<file path="src/rtl/msg_stamp_pkg.sv">
package msg_stamp_pkg;
  localparam int TRK_W   = 4;
  localparam int KIND_W  = 2;
  localparam int CNT_W   = 2;
  localparam int ID_W    = 9;
  localparam int SLOTS   = 4;
  localparam int RSV_W   = 4;
  localparam int DLY_W   = 6;
  localparam int ROUTE_W = ID_W * SLOTS;
  localparam int MSG_W   = TRK_W + KIND_W + CNT_W + ROUTE_W + RSV_W;

  typedef struct packed {
    logic [TRK_W-1:0]             trk;
    logic [KIND_W-1:0]            kind;
    logic [CNT_W-1:0]             visits;
    logic [0:SLOTS-1][ID_W-1:0]   route;
    logic [RSV_W-1:0]             rsvd;
  } msg_t;
endpackage

</file>
<file path="src/rtl/msg_kind_match.sv">
module msg_kind_match
  import msg_stamp_pkg::*;
(
  input  logic [KIND_W-1:0] msg_kind,
  input  logic [KIND_W-1:0] want_kind,
  output logic              hit
);
  // type 00 is never a valid code, so it never hits
  always_comb hit = (msg_kind == want_kind) && (msg_kind != '0);
endmodule

</file>
<file path="src/rtl/msg_route_stamp.sv">
module msg_route_stamp
  import msg_stamp_pkg::*;
(
  input  msg_t              msg_in,
  input  logic [ID_W-1:0]   agent_id,
  input  logic [KIND_W-1:0] emit_kind,
  output msg_t              msg_out
);
  localparam logic [CNT_W-1:0] CNT_MAX = '1;

  logic [0:SLOTS-1][ID_W-1:0] new_route;

  for (genvar s = 0; s < SLOTS; s++) begin : g_slot
    assign new_route[s] = (msg_in.visits == CNT_W'(s)) ? agent_id : msg_in.route[s];
  end

  always_comb begin
    msg_out.trk    = msg_in.trk;
    msg_out.kind   = emit_kind;
    msg_out.visits = (msg_in.visits == CNT_MAX) ? CNT_MAX : msg_in.visits + 1'b1;
    msg_out.route  = new_route;
    msg_out.rsvd   = '0;
  end
endmodule

</file>
<file path="src/rtl/msg_delay_hold.sv">
module msg_delay_hold
  import msg_stamp_pkg::*;
(
  input  logic             clk,
  input  logic             rst_n,
  input  logic             load,
  input  logic [MSG_W-1:0] load_msg,
  input  logic [DLY_W-1:0] load_delay,
  output logic             busy,
  output logic             out_valid,
  output logic [MSG_W-1:0] out_data,
  input  logic             out_ready
);
  typedef enum logic [1:0] {H_IDLE, H_WAIT, H_SEND} hold_st_t;

  hold_st_t         st;
  logic [DLY_W-1:0] cnt;
  logic [MSG_W-1:0] held;

  always_ff @(posedge clk or negedge rst_n) begin
    if (!rst_n) begin
      st   <= H_IDLE;
      cnt  <= '0;
      held <= '0;
    end else begin
      case (st)
        H_IDLE: if (load) begin
          held <= load_msg;
          cnt  <= (load_delay == '0) ? '0 : load_delay - 1'b1;
          st   <= H_WAIT;
        end
        H_WAIT: begin
          if (cnt == '0) st <= H_SEND;
          else           cnt <= cnt - 1'b1;
        end
        H_SEND: if (out_ready) st <= H_IDLE;
        default: st <= H_IDLE;
      endcase
    end
  end

  assign busy      = (st != H_IDLE);
  assign out_valid = (st == H_SEND);
  assign out_data  = held;


  hold_stable_chk: assert property (@(posedge clk) disable iff (!rst_n)
    out_valid && !out_ready |=> out_valid && $stable(out_data));


  min_delay_chk: assert property (@(posedge clk) disable iff (!rst_n)
    load |=> !out_valid);


  load_idle_chk: assert property (@(posedge clk) disable iff (!rst_n)
    load |-> !out_valid);
endmodule

</file>
<file path="src/rtl/agent_msg_stamper.sv">
module agent_msg_stamper
  import msg_stamp_pkg::*;
(
  input  logic             clk,
  input  logic             rst_n,
  input  logic [ID_W-1:0]  cfg_agent_id,
  input  logic [KIND_W-1:0] cfg_accept_kind,
  input  logic [KIND_W-1:0] cfg_emit_kind,
  input  logic [DLY_W-1:0] cfg_delay,
  input  logic             in_valid,
  input  logic [MSG_W-1:0] in_data,
  output logic             in_ready,
  output logic             out_valid,
  output logic [MSG_W-1:0] out_data,
  input  logic             out_ready
);
  msg_t in_msg, stamped, out_msg;
  logic hit, busy, take;

  assign in_msg = msg_t'(in_data);

  msg_kind_match i_match (
    .msg_kind  (in_msg.kind),
    .want_kind (cfg_accept_kind),
    .hit       (hit)
  );

  msg_route_stamp i_stamp (
    .msg_in    (in_msg),
    .agent_id  (cfg_agent_id),
    .emit_kind (cfg_emit_kind),
    .msg_out   (stamped)
  );

  assign in_ready = !hit || !busy;
  assign take     = in_valid && hit && !busy;

  msg_delay_hold i_hold (
    .clk        (clk),
    .rst_n      (rst_n),
    .load       (take),
    .load_msg   (stamped),
    .load_delay (cfg_delay),
    .busy       (busy),
    .out_valid  (out_valid),
    .out_data   (out_data),
    .out_ready  (out_ready)
  );

  assign out_msg = msg_t'(out_data);


  drop_ready_chk: assert property (@(posedge clk) disable iff (!rst_n)
    in_valid && (in_msg.kind != cfg_accept_kind) |-> in_ready);


  rsvd_zero_chk: assert property (@(posedge clk) disable iff (!rst_n)
    out_valid |-> out_msg.rsvd == '0);


  visits_nonzero_chk: assert property (@(posedge clk) disable iff (!rst_n)
    out_valid |-> out_msg.visits != '0);


  hold_block_chk: assert property (@(posedge clk) disable iff (!rst_n)
    out_valid && in_valid && hit |-> !in_ready);
endmodule

</file>
<file path="config.mk">
export PLATFORM = sky130hd
export DESIGN_NAME = agent_msg_stamper
export DESIGN_NICKNAME = d
export VERILOG_FILES = /design/src/rtl/msg_stamp_pkg.sv /design/src/rtl/msg_kind_match.sv /design/src/rtl/msg_route_stamp.sv /design/src/rtl/msg_delay_hold.sv /design/src/rtl/agent_msg_stamper.sv
export SDC_FILE = /design/constraint.sdc
export NUM_CORES = 1
export LEC_CHECK = 0
export BUFFER_PORTS_ARGS = -buffer_cell sky130_fd_sc_hd__buf_4
export CELL_PAD_IN_SITES_DETAIL_PLACEMENT = 1
export CELL_PAD_IN_SITES_GLOBAL_PLACEMENT = 1
export CORE_UTILIZATION = 35
export DETAILED_ROUTE_END_ITERATION = 6
export PLACE_DENSITY = 0.9
export SKIP_LAST_GASP = 1
export SYNTH_ARGS = -nofsm -noshare
export SYNTH_HDL_FRONTEND = slang
export SYNTH_HIERARCHICAL = 1
export SYNTH_SLANG_ARGS = --single-unit
</file>
<file path="constraint.sdc">
create_clock -name clk -period 2.1 [get_ports clk]
set_clock_uncertainty 0.1 [all_clocks]
set_input_delay 0.42 -clock clk [delete_from_list [all_inputs] [get_ports clk]]
set_output_delay 0.42 -clock clk [all_outputs]
set_load 0.01 [all_outputs]
</file>
==> results.yml, run 1 <==
power:
  peakVddDrop_uv: 551.2
  power.density_cell_area_mw_per_mm2: 1164
  tot_pwr_mw: 4.786
  p_leak_nw: 2.206
sta:
  drv_slew: 0
  slew-limit-headroom: 0.5145
  hold_viol_final: 0
  final.setup.tns_ps: 0
  worst_pin_slew_ps: 728.3
  timing.hold.ws_ps: 59.67
  rsz0062_at_grt: "false"
  fmax_ghz: 0.5262
  finalCritPeriodShare: 0.9050
  setup_violations: 0
  fin_crit_ps: 1901
place:
  gpl.final_weighted_congestion: 0.7957
  hpwlAfterDp_um: 6775
  placed_instance_count: 543
  placement.io_buffers: 116
  placement.cell_area_mm2: 0.003995
logic_synthesis:
  synth_commonest_cells: "149 x nand2_1, 56 x dfrtp_1, 28 x mux2_2"
  asyncSetResetFlopFracSynth: 1.000
  post-synth-top-area-fraction: 0.4613
  netlist-cell-type-count: 45
  syn_area_mm2: 0.003038
  synth-seq-area-share: 0.4613
  synth_top_cells_by_area: "dfrtp_1 46%, nand2_1 18%, mux2_2 10%"
  netlist.top_cell.by_area: "dfrtp_1"
  synth_enable_flop_cells: 0
  syn_area_per_cell_um2: 9.096
  synth-seq-cells: 56
  synth-main-ff-cell: "dfrtp_1"
  syn_inst: 334
  synth.most_common_cell: "nand2_1"
  ys_warnings: 6
clock_tree:
  clock_tree.htree_level_count: 2
  cts_num_sinks: 56
  clk_latency_ps: 310
  cts_tree: "done"
  total_clock_buffers_created_by_cts: 5
  post_cts_buffers: 0
  clkTransAtPathRegs_ps: 100
  root_buffer: "clkbuf_8"
  cts_max_path_buffers: 2
die:
  overall_die_area_mm2: 0.009056
  pin_count: 121
  start_util: 0.3660
  placement_rows: 33
  die_height_um: 95.17
  floorplan.die.width_um: 95.17
  design.core.area_mm2: 0.008299
critical_path:
  critical_path.max_fanout: 6
  timing.reg2reg.setup_slack_ps: 200
  crit_path_max_incr_delay_ps: 440
  critPathTopFamily: "compound AO/OA/AOI/OAI gates"
  setup.worst_path.start_class: "flip-flop"
  worstPathBufferInverterCount: 1
  crit_required_ps: 2200
  worst_ep_arrival_time_ps: 2010
  timing.critical_path.cells: "nor2_1 > inv_1 > and3b_1 > o21bai_1 > a41oi_4 > a21oi_1 > a211o_1"
  timing.setup.critical_path_class: "reg2reg"
  worst_path_max_delay_cell: "dfrtp_1"
  critical_path.endpoint_type: "flip-flop"
cells_and_area:
  stdcell_area_mm2: 0.004111
  finish.net_count: 520
  final.fill_count: 978
  area_delta_synth_final_pct: 35.34
  antennaDiodeCount: 0
  layoutNonFillerInstCount: 551
  final_layout_size_suffix_gt1_frac: 0.3991
detailed_routing:
  detail_route.vias_per_cell: 4.949
  firstDrtPassIters: 4
  drt_first_iter_violations: 41
  number_of_vias_in_the_routed_layout: 2727
  finalWirelength_um: 9020
  wire_per_inst_um: 16.37
  route.detailed.drc: 0
  post_drt_antenna_nets: 0
run:
  max_cap_violations: 0
global_route:
  via_count_of_the_first_global_routing_pass: 2951
  antenna_found_initial: 0
  grt_start_max_net_pins: 57
  grt-ovfl-total: 0
  globalRouteTotalUtil: 0.2116
  global_route_wire_length_before_repair_um: 14620
min_path:
  timing.hold.worst.class: "in2async"
outcome:
  run_status: "finished clean"
final timing paths:
check	endpoint	depth (start not counted)	start
worst max-delay path	i_hold/cnt[5]	7	i_hold/st[1]
worst min-delay path	i_hold/out_data[45]	1	rst_n
worst max register to register	i_hold/cnt[5]	7	i_hold/st[1]
worst min register to register	i_hold/out_data[47]	2	i_hold/out_data[47]
max in group asynchronous	i_hold/cnt[5]	1	rst_n
min in group clk	i_hold/out_data[45]	3	in_data[45]
flip-flops by register name, indices dropped and copies added, names as in the netlist:
signal / cells
i_hold/out_data: 48
i_hold/st: 2
i_hold/cnt: 6
cell type report:
cell class | count | area, um2 | share of cell area
multi-input combinational | 246 | 1459 | 0.3548
sequential | 56 | 1401 | 0.3408
timing repair buffer | 125 | 963.4 | 0.2343
tap | 105 | 131.4 | 0.03195
clock buffer | 5 | 68.82 | 0.01674
clock inverter | 3 | 46.29 | 0.01126
inverter | 11 | 41.29 | 0.01004
where the power goes:
group	internal [mW]	switching [mW]
Sequential	1.58	0.338
Combinational	1.07	1.06
Clock	0.360	0.378
Total	3.01	1.78
per-stage QoR:
step / setup slack (ps) / util
after CTS: 99.71 / 0.4953
after global placement: -43.71 / 0.4814
final: 199.5 / 0.4954
after detailed placement: -73.48 / 0.4814
after global routing: 41.36 / 0.4954
after floorplan: 130.3 / -
layer usage:
layer | vias up | GRT usage | share of wire
li1 | 1286 | - | -
met5 | - | 0 | 0
met4 | 0 | 0.05429 | 0.017
met1 | 1351 | 0.2466 | 0.41
met3 | 12 | 0.05104 | 0.064
met2 | 78 | 0.3851 | 0.51
what timing repair did:
item,CTS,global route
setup endpoints to repair,0,4
hold buffers,0,0
gates resized for setup,0,1
cell families (layout without fill, tap and decap cells):
kind of cell,count (synthesis),after routing,share of synthesized area
AOI/OAI and AO/OA,16,16,0.04737
xor gates and xnor gates,4,4,0.01153
adders and majority gates,4,4,0.01648
buffers and inverters,35,144,0.06384
DFF,56,56,0.4613
muxes,37,37,0.1483
other,1,4,0.001234
and+or+nand+nor,181,181,0.2500
placed cells by master, fill, tap and decap left out, types with 3 or more instances in the layout:
| master | synthesis | layout |
|---|---|---|
| nand3_1 | 4 | 4 |
| clkbuf_8 | 0 | 5 |
| mux2_4 | 9 | 9 |
| nor2_1 | 8 | 8 |
| nor3_1 | 3 | 3 |
| xor2_1 | 3 | 3 |
| ha_1 | 4 | 4 |
| buf_4 | 10 | 123 |
| mux2_2 | 28 | 28 |
| inv_1 | 11 | 11 |
| conb_1 | 1 | 4 |
| nand2_1 | 149 | 148 |
| dfrtp_1 | 56 | 56 |
Power figures use the tool's default switching activity.
==> inputs of run 2 (changes only) <==
--- a/config.mk
+++ b/config.mk
@@ -10,7 +10,7 @@
 export CELL_PAD_IN_SITES_GLOBAL_PLACEMENT = 1
 export CORE_UTILIZATION = 35
 export DETAILED_ROUTE_END_ITERATION = 6
-export PLACE_DENSITY = 0.9
+export PLACE_DENSITY_LB_ADDON = 0.08
 export SKIP_LAST_GASP = 1
 export SYNTH_ARGS = -nofsm -noshare
 export SYNTH_HDL_FRONTEND = slang
==> results.yml, run 2 (synthesis gave the netlist of run 1 again) <==
die:
  floorplan.die.width_um: 95.17
  placement_rows: 33
  overall_die_area_mm2: 0.009056
  start_util: 0.3660
  die_height_um: 95.17
  pin_count: 121
  design.core.area_mm2: 0.008299
global_route:
  global_route_wire_length_before_repair_um: 13530
  globalRoute.busiestLayer: "met2"
  antenna_found_initial: 0
  groute.layer.met2.usage: 0.3369
  grt-ovfl-total: 0
  globalRouteTotalUtil: 0.1973
  via_count_of_the_first_global_routing_pass: 2658
  grt_start_max_net_pins: 57
  global_route.usage.met3: 0.05821
  global_route.usage.met1: 0.2452
detailed_routing:
  wire_per_inst_um: 15.50
  firstDrtPassIters: 4
  route.detailed.drc: 0
  number_of_vias_in_the_routed_layout: 2629
  finalWirelength_um: 8543
  post_drt_antenna_nets: 0
  detail_route.vias_per_cell: 4.771
  drt_first_iter_violations: 55
place:
  hpwlAfterDp_um: 6336
  placement.cell_area_mm2: 0.003995
  placed_instance_count: 543
  gpl.final_weighted_congestion: 0.7594
  placement.io_buffers: 116
cells_and_area:
  finish.net_count: 520
  final-seq-area_mm2: 0.001401
  final.fill_count: 1008
  layoutNonFillerInstCount: 551
  area_delta_synth_final_pct: 35.67
  antennaDiodeCount: 0
  finalCoreUtilization: 0.4966
  stdcell_area_mm2: 0.004121
  max_ffs_per_register: 48
  multi_input_comb_area_mm2: 0.001458
  final_layout_size_suffix_gt1_frac: 0.3991
  final_cell_mix: "148 x nand2_1, 123 x buf_4, 56 x dfrtp_1, 28 x mux2_2, 11 x inv_1"
  mostFrequentLayoutCell: "nand2_1"
critical_path:
  setup.worst_path.start_class: "flip-flop"
  critical_path.endpoint: "i_hold/cnt[5]"
  reg2reg_depth: 7
  timing.reg2reg.setup_slack_ps: 180
  timing.critical_path.cells: "nor2_1 > inv_1 > and3b_1 > o21bai_1 > a41oi_4 > a21oi_1 > a211o_1"
  timing.setup.critical_path_class: "reg2reg"
  critical_path.endpoint_type: "flip-flop"
  worstReg2RegEnd: "i_hold/cnt[5]"
  worstPathBufferInverterCount: 1
  worst_ep_arrival_time_ps: 2020
  crit_path_max_incr_delay_ps: 440
  crit_start: "i_hold/st[1]"
  critical_path.max_fanout: 6
  crit_cells: 7
  critPathTopFamily: "compound AO/OA/AOI/OAI gates"
  worst_path_max_delay_cell: "dfrtp_1"
  crit_required_ps: 2200
  critical_path.reg2reg.startpoint: "i_hold/st[1]"
sta:
  worst_pin_slew_ps: 741.6
  setup_violations: 0
  rsz0062_at_grt: "false"
  timing.hold.ws_ps: 54.52
  hold_viol_final: 0
  fmax_ghz: 0.5195
  drv_slew: 0
  finalCritPeriodShare: 0.9167
  fin_crit_ps: 1925
  slew-limit-headroom: 0.5056
power:
  p_leak_nw: 2.218
  power.density_cell_area_mw_per_mm2: 1162
  tot_pwr_mw: 4.790
  peakVddDrop_uv: 418.7
clock_tree:
  hold_buffers: 0
  post_cts_buffers: 0
  cts_max_path_buffers: 2
  clkTransAtPathRegs_ps: 90
  cts_num_sinks: 56
  clk_latency_ps: 300
  cts_repair_resize_count: 0
  cts_tree: "done"
  root_buffer: "clkbuf_8"
  total_clock_buffers_created_by_cts: 5
  clock_tree.htree_level_count: 2
outcome:
  run_status: "finished clean"
min_path:
  timing.hold.worst.class: "in2async"
run:
  max_cap_violations: 0
## run 2: changes by cell type in the layout (fill, tap and decap cells not counted), sizes merged
cell / change
inv: -1
clkbuf: +2
clkinvlp: -1
## run 2: worst min-delay path by stage
stage,start,endpoint,slack (ps),cells after the start
detailed placement,i_hold/out_data[12],i_hold/out_data[12],360,2
CTS,rst_n,i_hold/out_data[42],90,1
global route,rst_n,i_hold/out_data[44],110,1
finish,rst_n,i_hold/out_data[42],50,1
floorplan,rst_n,i_hold/cnt[0],20,0
global placement,i_hold/out_data[28],i_hold/out_data[28],360,2
## run 2: worst register-to-register path, delay by kind of cell (launching register included)
family | cells | cell delay [ps]
AOI/OAI and AO/OA | 4 | 740
and+or+nand+nor | 2 | 460
DFF | 1 | 440
buffers and inverters | 1 | 80
## run 2: through the flow
stage	setup WS, ps	TNS [ps]
2_1_floorplan	130.3	0
3_5_place_dp	-105.2	-121.5
4_1_cts	164.6	0
3_3_place_gp	-55.33	-55.33
5_1_grt	56.04	0
6_report	175.0	0
## run 2: cell type report
| cell class | count | area share |
|---|---|---|
| Clock buffer | 7 | 0.02338 |
| Clock inverter | 1 | 0.007286 |
| Inverter | 11 | 0.01002 |
| Multi-Input combinational cell | 246 | 0.3537 |
| Sequential cell | 56 | 0.3400 |
| Tap cell | 105 | 0.03188 |
| Timing Repair Buffer | 125 | 0.2338 |
## run 2: power breakdown
group          internal [mW]  switching (mW)  total (mW)  leakage, nW
clock network          0.421           0.350       0.771       0.0645
logic                   1.07            1.04        2.12         1.45
registers               1.58           0.326        1.90        0.706
total                   3.07            1.72        4.79         2.22
## run 2: per-layer routing
layer  routed length (um)  vias up
met5                    0        -
met4                   72        0
met3                  590        6
met2                 4229       68
met1                 3650     1269
li1                     -     1286
